`src/rtl/sc_pkg.sv`:
```
package sc_pkg;
  localparam int unsigned SW_PER_BRIDGE = 2;

  typedef enum logic {SIDE_HIGH = 1'b0, SIDE_LOW = 1'b1} side_e;

  function automatic int unsigned bridge_of(int unsigned sw);
    return sw / SW_PER_BRIDGE;
  endfunction
endpackage

```
`src/rtl/sc_filter.sv`:
```
module sc_filter #(
  parameter int unsigned CNT_W = 16
) (
  input  logic             clk_i,
  input  logic             rst_ni,
  input  logic             gate_on_i,
  input  logic             over_i,
  input  logic             det_en_i,
  input  logic             clr_i,
  input  logic [CNT_W-1:0] limit_i,
  output logic             trip_o
);
  localparam logic [CNT_W-1:0] CNT_MAX = '1;

  logic             active;
  logic [CNT_W-1:0] cnt_q, cnt_inc;

  assign active  = gate_on_i & over_i & det_en_i;
  assign cnt_inc = (cnt_q == CNT_MAX) ? cnt_q : cnt_q + 1'b1;
  // cnt_inc is the length of the current run including this cycle
  assign trip_o  = active && (cnt_inc >= limit_i);

  always_ff @(posedge clk_i or negedge rst_ni) begin
    if (!rst_ni)                cnt_q <= '0;
    else if (clr_i || !active)  cnt_q <= '0;
    else                        cnt_q <= cnt_inc;
  end

  AST_CNT_RESTART: assert property (@(posedge clk_i) disable iff (!rst_ni)
    !active |=> (cnt_q == '0));
  AST_NO_OVERFLOW: assert property (@(posedge clk_i) disable iff (!rst_ni)
    (cnt_q == CNT_MAX) |=> (cnt_q == CNT_MAX || cnt_q == '0));
endmodule

```
`src/rtl/sc_bridge_latch.sv`:
```
module sc_bridge_latch (
  input  logic       clk_i,
  input  logic       rst_ni,
  input  logic [1:0] trip_i,
  input  logic       clr_i,
  output logic       lat_o
);
  always_ff @(posedge clk_i or negedge rst_ni) begin
    if (!rst_ni)    lat_o <= 1'b0;
    else if (clr_i) lat_o <= 1'b0;   // clear beats a same-edge trip
    else if (|trip_i) lat_o <= 1'b1;
  end

  AST_CLR_WINS: assert property (@(posedge clk_i) disable iff (!rst_ni)
    clr_i |=> !lat_o);
  AST_LATCH_HOLD: assert property (@(posedge clk_i) disable iff (!rst_ni)
    (lat_o && !clr_i) |=> lat_o);
endmodule

```
`src/rtl/sc_guard.sv`:
```
module sc_guard #(
  parameter int unsigned N_BRIDGE = 2,
  parameter int unsigned CNT_W    = 16,
  localparam int unsigned N_SW    = N_BRIDGE * sc_pkg::SW_PER_BRIDGE
) (
  input  logic             clk_i,
  input  logic             rst_ni,
  input  logic [N_SW-1:0]  gate_on_i,
  input  logic [N_SW-1:0]  vds_over_i,
  input  logic [N_SW-1:0]  sc_en_i,
  input  logic [N_SW-1:0]  uv_i,
  input  logic [CNT_W-1:0] filt_len_i,
  input  logic             clr_i,
  output logic [N_SW-1:0]  force_off_o,
  output logic             err_no
);
  logic [N_SW-1:0]     trip;
  logic [N_BRIDGE-1:0] lat;

  for (genvar i = 0; i < N_SW; i++) begin : g_sw
    sc_filter #(.CNT_W(CNT_W)) u_filt (
      .clk_i     (clk_i),
      .rst_ni    (rst_ni),
      .gate_on_i (gate_on_i[i]),
      .over_i    (vds_over_i[i]),
      .det_en_i  (sc_en_i[i]),
      .clr_i     (clr_i),
      .limit_i   (filt_len_i),
      .trip_o    (trip[i])
    );

    assign force_off_o[i] = lat[sc_pkg::bridge_of(i)] | uv_i[i];

    AST_TRIP_TO_LATCH: assert property (@(posedge clk_i) disable iff (!rst_ni)
      (trip[i] && !clr_i) |=> force_off_o[i] && force_off_o[i ^ 1]);
  end

  for (genvar b = 0; b < N_BRIDGE; b++) begin : g_br
    sc_bridge_latch u_lat (
      .clk_i  (clk_i),
      .rst_ni (rst_ni),
      .trip_i ({trip[2*b+sc_pkg::SIDE_LOW], trip[2*b+sc_pkg::SIDE_HIGH]}),
      .clr_i  (clr_i),
      .lat_o  (lat[b])
    );
  end

  assign err_no = ~|force_off_o;
endmodule

```
`config.mk`:
```
export PLATFORM = sky130hd
export DESIGN_NAME = sc_guard
export DESIGN_NICKNAME = d
export VERILOG_FILES = /design/src/rtl/sc_pkg.sv /design/src/rtl/sc_filter.sv /design/src/rtl/sc_bridge_latch.sv /design/src/rtl/sc_guard.sv
export SDC_FILE = /design/constraint.sdc
export NUM_CORES = 1
export LEC_CHECK = 0
export CAP_MARGIN = 30
export CORE_MARGIN = 5
export CORE_UTILIZATION = 34
export CTS_BUF_LIST = sky130_fd_sc_hd__clkbuf_16
export DETAILED_ROUTE_END_ITERATION = 12
export PLACE_DENSITY_LB_ADDON = 0.15
export SLEW_MARGIN = 10
export SYNTH_ARGS = -nofsm -noshare
export SYNTH_HDL_FRONTEND = slang
export SYNTH_SLANG_ARGS = --single-unit
```
`constraint.sdc`:
```
create_clock -name clk_i -period 3.2 [get_ports clk_i]
set_input_delay 0.64 -clock clk_i [delete_from_list [all_inputs] [get_ports clk_i]]
set_output_delay 0.64 -clock clk_i [all_outputs]
set_load 0.02 [all_outputs]
```
==> results of run 1 <==
what timing repair did:
item	4_1_cts	5_1_grt
setup buffers	0	1
gates resized for setup	0	5
endpoints found under the setup margin	0	2
per-stage QoR:
step           utilization, %  std cells  power [mW]  area, um^2  setup WS [ps]
5_1_grt                  41.3        818        2.14        6260           25.0
6_report                 41.3        818        2.06        6260            268
4_1_cts                  41.1        817        2.09        6220            168
2_1_floorplan               -        568       0.921        5220            278
3_3_place_gp             39.1        801        1.02        5910            268
3_5_place_dp             39.1        801        1.02        5910            200
state kept, by name (all words and copies together), names as in the netlist:
register and cells:
g_br.u_lat.lat_o 2, g_sw.u_filt.cnt_q 64
critical path, cell delays in order, from the launching register on:
cell	delay [ps]
dfrtp_1	380
ha_1	210
nand2_1	170
nor4_4	290
buf_4	190
and4_1	210
mux2i_1	260
inv_1	110
ha_1	320
a21oi_1	160
nand2_1	70
a221oi_1	300
o211ai_1	120
logic make-up (layout without fill, tap and decap cells):
logic type | count (synthesis) | in the layout | synth area share (%)
XOR/XNOR | 37 | 37 | 6.21
buffers and inverters | 37 | 99 | 2.66
adder cells (fa/ha/maj) | 68 | 68 | 16.3
multiplexers | 13 | 13 | 2.85
AO/OA/AOI/OAI | 98 | 98 | 12.4
AND/OR/NAND/NOR | 249 | 249 | 28.0
flip-flops | 66 | 66 | 31.7
layer usage:
metal	track usage [%]	up-vias	wire length (um)
met1	19.9	2032	6380
met2	26.9	69	6630
met5	0	-	0
met4	3.20	0	93
met3	3.75	9	462
li1	-	2165	-
cells in the final DEF (no fill, tap or decap), types with 3 or more instances in the layout:
master           netlist  layout
nand3_1               27      27
clkbuf_16              0       9
nand2b_1               7       7
nand2_1               48      48
o21a_1                 7       7
dfrtp_1               66      66
xor2_1                23      23
inv_1                 32      33
clkdlybuf4s50_1        0      38
a31oi_1                5       5
and3_1                 8       8
xnor2_1               14      14
a21oi_1               39      39
nor2_1                41      40
o211ai_1               4       4
buf_4                  0      11
mux2i_1                4       4
nand3_2                3       3
nand4_1                9       9
and4_1                10      10
o21ai_0               12      12
nor4_1                 4       4
nor3_1                16      16
nand4b_1               4       4
or2_2                  5       5
ha_1                  68      68
mux2_2                 5       5
a211oi_1              10      10
a2111oi_2              3       3
nor2b_1               44      44
path summary, 6_finish.rpt:
| path | cells after the start | to | startpoint | slack (ps) |
|---|---|---|---|---|
| max in group asynchronous | 2 | g_sw[0].u_filt.cnt_q[2]$_DFF_PN0_ | rst_ni | 2210 |
| hold reg to reg | 1 | g_sw[3].u_filt.cnt_q[13]$_DFF_PN0_ | g_sw[3].u_filt.cnt_q[13]$_DFF_PN0_ | 570 |
| hold / removal | 1 | g_sw[2].u_filt.cnt_q[12]$_DFF_PN0_ | rst_ni | 320 |
| setup reg to reg | 12 | g_br[0].u_lat.lat_o$_DFFE_PN0P_ | g_sw[0].u_filt.cnt_q[0]$_DFF_PN0_ | 270 |
| min in group clk_i | 1 | g_sw[3].u_filt.cnt_q[13]$_DFF_PN0_ | g_sw[3].u_filt.cnt_q[13]$_DFF_PN0_ | 570 |
| setup / recovery | 12 | g_br[0].u_lat.lat_o$_DFFE_PN0P_ | g_sw[0].u_filt.cnt_q[0]$_DFF_PN0_ | 270 |
final cells by class:
type / count / area share [%]
multi-input cells: 465 / 55.2
flip-flops and latches: 66 / 26.4
repair buffers: 51 / 7.80
well taps: 188 / 3.76
clock buffers: 9 / 3.60
inverters: 32 / 1.92
clock inverters: 7 / 1.36
report_power, final:
part | internal, mW | switching, mW | total, mW
Combinational | 0.0771 | 0.0899 | 0.167
Sequential | 0.836 | 0.00180 | 0.838
Clock | 0.674 | 0.379 | 1.05
==> impl_metrics.py, run 1 <==
metrics = {
    "final_layout": {
        "antennaDiodeCount": 0,
        "multi_input_area_um2": 3450,
        "layout-drive-gt1-share_pct": 10.2,
        "final_nets": 728,
        "syn2layout_area_growth_pct": 19.9,
        "seqCellArea_um2": 1650,
        "nFillCells": 1501,
    },
    "clock_network": {
        "ctsLongestPathBuffers": 2,
        "clock_latency_ps": 340,
        "htree_levels": 3,
        "cts_tree": "built",
        "clock_sinks": 66,
        "hold_buffers": 0,
        "clk_pin_slew_ps": 60,
        "cts_made_buffers": 9,
        "cts_root_buf": "clkbuf_16",
    },
    "timing": {
        "hold_viol_final": 0,
        "setup_viol": 0,
        "drv_slew": 0,
        "period_minus_slack_ps": 2930,
        "max_freq_mhz": 341,
        "fin_tns_setup_ps": 0,
        "clock_skew_ps": 6.13,
        "worst_pin_slew_ps": 780,
        "fin_crit_sh_pct": 91.6,
        "slew_headroom_pct": 47.7,
        "rsz0062_at_grt": "false",
        "holdWs_ps": 321,
    },
    "outcome": {
        "status": "complete, no violations",
    },
    "floorplan": {
        "start_util_pct": 34.4,
        "dieArea_um2": 17900,
        "coreArea_um2": 15100,
        "die_h_um": 134,
        "io_pins": 40,
        "fp.dieW_um": 134,
        "rows": 45,
    },
    "grt": {
        "antenna_found_initial": 0,
        "track_usage_pct": 15.6,
        "grt_pass1_wl_mm": 22.1,
        "grt_overflow": 0,
        "grt_pass1_vias": 4319,
        "grt_start_max_net_pins": 43,
    },
    "routing": {
        "route.detailed.drc": 0,
        "drt-initial-drc-count": 177,
        "drt-pass1-iter-count": 4,
        "wl_per_cell_um": 16.6,
        "wl_mm": 13.6,
        "ant_nets": 0,
        "viasPerCell": 5.23,
        "vias": 4275,
    },
    "critical_path": {
        "cp.arrival_ps": 3130,
        "crit_fanout": 5,
        "path_class": "reg -> reg",
        "startpoint_type": "flop",
        "crit_path_end_kind": "flop",
        "worstPathRequired_ps": 3400,
    },
    "synthesis": {
        "synth_edf_count": 0,
        "yosysTopAreaCellShare_pct": 31.7,
        "synthArstFlopShare_pct": 100,
        "avgSynthCellArea_um2": 9.19,
        "ys.flop_type": "dfrtp_1",
        "syn_inst": 568,
        "yosysSeqAreaShare_pct": 31.7,
        "synth.most_common_cell": "ha_1",
        "synth_area_um2": 5220,
        "synth_area_leaders": "dfrtp_1 (32%), ha_1 (16%), nor2b_1 (5.3%), xor2_1 (3.9%), a21oi_1 (3.7%)",
        "ys_types": 57,
        "synth_top_area_cell": "dfrtp_1",
        "synthTopCellsByCount": "ha_1 (68), dfrtp_1 (66), nand2_1 (48), nor2b_1 (44), nor2_1 (41)",
        "ys_seq_elements": 66,
        "yosysWarningCount": 0,
        "synth_fp_nets": 671,
    },
    "run": {
        "cap_violations": 0,
    },
    "min_path": {
        "hold_class": "in -> async",
    },
    "placed_design": {
        "hpwlAfterDp_mm": 10.5,
        "portBuffers": 39,
        "gp_congestion": 0.814,
    },
    "power": {
        "powerDensity_nw_per_um2": 329,
        "leakage_nw": 2.98,
        "ir_drop_mv": 0.335,
    },
}
No activity file was read; power rests on OpenSTA's default activity.
==> run 2, diff against run 1 <==
- CAP_MARGIN: 30 -> 25
==> results of run 2 <==
The final DEF is identical to that of run 1; final timing and power are the same.
==> run 3, diff against run 2 <==
- CORE_MARGIN: 5 -> not set
==> run 3 against run 2 <==
Against the previous run: cell area down 0.36%; first-iteration DRC count rose by 15%; worst hold slack improved by 17 ps; maximum frequency shrank 0.86%; clock-buffer cell count unchanged; via count up 2.8%; worst setup slack got worse by 26 ps; non-clock buffer count rose by 4; power decreased by 5.2%; sequential share of layout area grew 0.095 points; sequential power about the same; global-route usage rose by 2.6 points; largest cell class unchanged.
==> impl_metrics.py, run 3 (synthesis results as in run 1) <==
metrics = {
    "outcome": {
        "status": "complete, no violations",
    },
    "final_layout": {
        "final_common_cell": "ha_1",
        "largest-register": "g_sw.u_filt.cnt_q",
        "top_regs": "g_sw.u_filt.cnt_q x64, g_br.u_lat.lat_o x2",
        "largest_register_ffs": 64,
        "layout_common_cells": "ha_1 (68), dfrtp_1 (66), nand2_1 (48)",
        "nFillCells": 1450,
        "seqCellArea_um2": 1650,
        "layout-drive-gt1-share_pct": 10.3,
        "multi_input_area_um2": 3440,
        "antennaDiodeCount": 0,
        "syn2layout_area_growth_pct": 19.5,
        "final_nets": 732,
    },
    "floorplan": {
        "io_pins": 40,
        "fp.dieW_um": 126,
        "rows": 44,
        "dieArea_um2": 15800,
        "start_util_pct": 35.4,
        "coreArea_um2": 14800,
        "die_h_um": 126,
    },
    "power": {
        "ir_drop_mv": 0.244,
        "powerDensity_nw_per_um2": 313,
        "leakage_nw": 2.97,
    },
    "routing": {
        "drt-initial-drc-count": 204,
        "drt-pass1-iter-count": 5,
        "wl_per_cell_um": 16.4,
        "route.detailed.drc": 0,
        "vias": 4396,
        "viasPerCell": 5.38,
        "wl_mm": 13.4,
        "ant_nets": 0,
    },
    "placed_design": {
        "portBuffers": 39,
        "place_ws_ps": 189,
        "gp_congestion": 0.839,
        "hpwlAfterDp_mm": 10.5,
    },
    "clock_network": {
        "ctsLongestPathBuffers": 2,
        "cts_tree": "built",
        "cts_made_buffers": 9,
        "clk_pin_slew_ps": 50,
        "hold_buffers": 0,
        "htree_levels": 3,
        "clock_latency_ps": 340,
        "cts_root_buf": "clkbuf_16",
        "clock_sinks": 66,
    },
    "critical_path": {
        "slowest_stage": "a2111oi_1",
        "reg2reg_from": "g_sw[1].u_filt.cnt_q[0]$_DFF_PN0_",
        "path_class": "reg -> reg",
        "cp.arrival_ps": 3160,
        "ff2ff_path_depth": 11,
        "cpPeakStageDelay_ps": 430,
        "startpoint_type": "flop",
        "crit_fanout": 5,
        "crit_path_end_kind": "flop",
        "crit_top_cell": "ha_1",
        "cp_cell_sequence": "ha_1, inv_1, nor4_4, nand2_4, xnor2_1, ha_1, nand2b_1, a2111oi_1, o22ai_1, o41ai_2, o211ai_1",
        "rr_endpoint": "g_br[0].u_lat.lat_o$_DFFE_PN0P_",
        "worstPathRequired_ps": 3400,
        "r2r_setup_slack_ps": 240,
    },
    "grt": {
        "grt_overflow": 0,
        "grt_pass1_wl_mm": 22.2,
        "antenna_found_initial": 0,
        "track_usage_pct": 18.2,
        "grt_start_max_net_pins": 39,
        "grt_pass1_vias": 4380,
    },
    "timing": {
        "clock_skew_ps": 4.33,
        "fin_crit_sh_pct": 92.4,
        "worst_pin_slew_ps": 701,
        "max_freq_mhz": 338,
        "rsz0062_at_grt": "false",
        "setup_ws_ps": 243,
        "period_minus_slack_ps": 2960,
        "drv_slew": 0,
        "hold_viol_final": 0,
        "setup_viol": 0,
        "fin_tns_setup_ps": 0,
        "slew_headroom_pct": 53.0,
    },
    "run": {
        "cap_violations": 0,
    },
    "min_path": {
        "hold_class": "in -> async",
    },
}
run 3: cell count changes in the layout (fill, tap and decap cells not counted):
cell	previous run	this run
clkinv_1	2	3
o41ai_1	0	1
nor2_2	1	2
bufinv_16	2	1
clkinv_4	1	0
o41ai_2	2	1
nor2_4	1	0
buf_4	11	15
run 3: how the worst max path moves through the flow:
| stage | depth (start not counted) | start | slack [ps] | to |
|---|---|---|---|---|
| after detailed placement | 10 | g_sw[1].u_filt.cnt_q[7]$_DFF_PN0_ | 190 | g_br[0].u_lat.lat_o$_DFFE_PN0P_ |
| after floorplan | 11 | g_sw[1].u_filt.cnt_q[0]$_DFF_PN0_ | 280 | g_br[0].u_lat.lat_o$_DFFE_PN0P_ |
| final | 11 | g_sw[1].u_filt.cnt_q[0]$_DFF_PN0_ | 240 | g_br[0].u_lat.lat_o$_DFFE_PN0P_ |
| after global routing | 10 | g_sw[3].u_filt.cnt_q[3]$_DFF_PN0_ | 10 | g_br[1].u_lat.lat_o$_DFFE_PN0P_ |
| after global placement | 10 | g_sw[3].u_filt.cnt_q[3]$_DFF_PN0_ | 250 | g_br[1].u_lat.lat_o$_DFFE_PN0P_ |
| after CTS | 10 | g_sw[1].u_filt.cnt_q[7]$_DFF_PN0_ | 150 | g_br[0].u_lat.lat_o$_DFFE_PN0P_ |
run 3: metal layers:
| metal | wire length (um) | track usage, % | up-vias | part of all wire, % |
|---|---|---|---|---|
| li1 | - | - | 2172 | - |
| met4 | 191 | 4.11 | 0 | 1.4 |
| met2 | 6450 | 31.4 | 99 | 48 |
| met5 | 0 | 0 | - | 0 |
| met1 | 6250 | 22.7 | 2106 | 47 |
| met3 | 517 | 4.80 | 19 | 3.9 |
run 3: cell type report:
type                    instances  share of cell area, %
multi-input cells             465                   55.2
flip-flops and latches         66                   26.5
repair buffers                 55                   8.31
well taps                     184                   3.69
clock buffers                   9                   3.61
inverters                      32                   1.93
clock inverters                 6                  0.803
run 3: repair_timing:
action                                  CTS  global route
gates resized for setup                   0             3
buffers inserted                          0             2
endpoints found under the setup margin    0             2
hold endpoints to repair                  0             0
run 3: through the flow:
stage	hold WS [ps]	instance area, um^2	total power [mW]	instances	utilization (%)
4_1_cts	362	6210	1.99	815	42.1
6_report	337	6230	1.95	817	42.2
3_5_place_dp	539	5930	1.02	800	40.2
2_1_floorplan	344	5220	0.921	568	-
3_3_place_gp	533	5930	1.02	800	40.2
5_1_grt	396	6230	2.04	817	42.2
run 3: report_power, final:
part,switching [mW],total (mW),internal (mW)
clock,0.357,0.943,0.586
sequential,0.00184,0.839,0.837
combinational,0.0907,0.169,0.0782
run 3: worst max-delay path: cells and delay by family (launching register included):
kind	cells	cell delay, ps
buf+inv	1	80
compound gates	4	1050
xor+xnor	1	200
flops	1	420
simple gates	3	590
fa+ha+maj	2	470
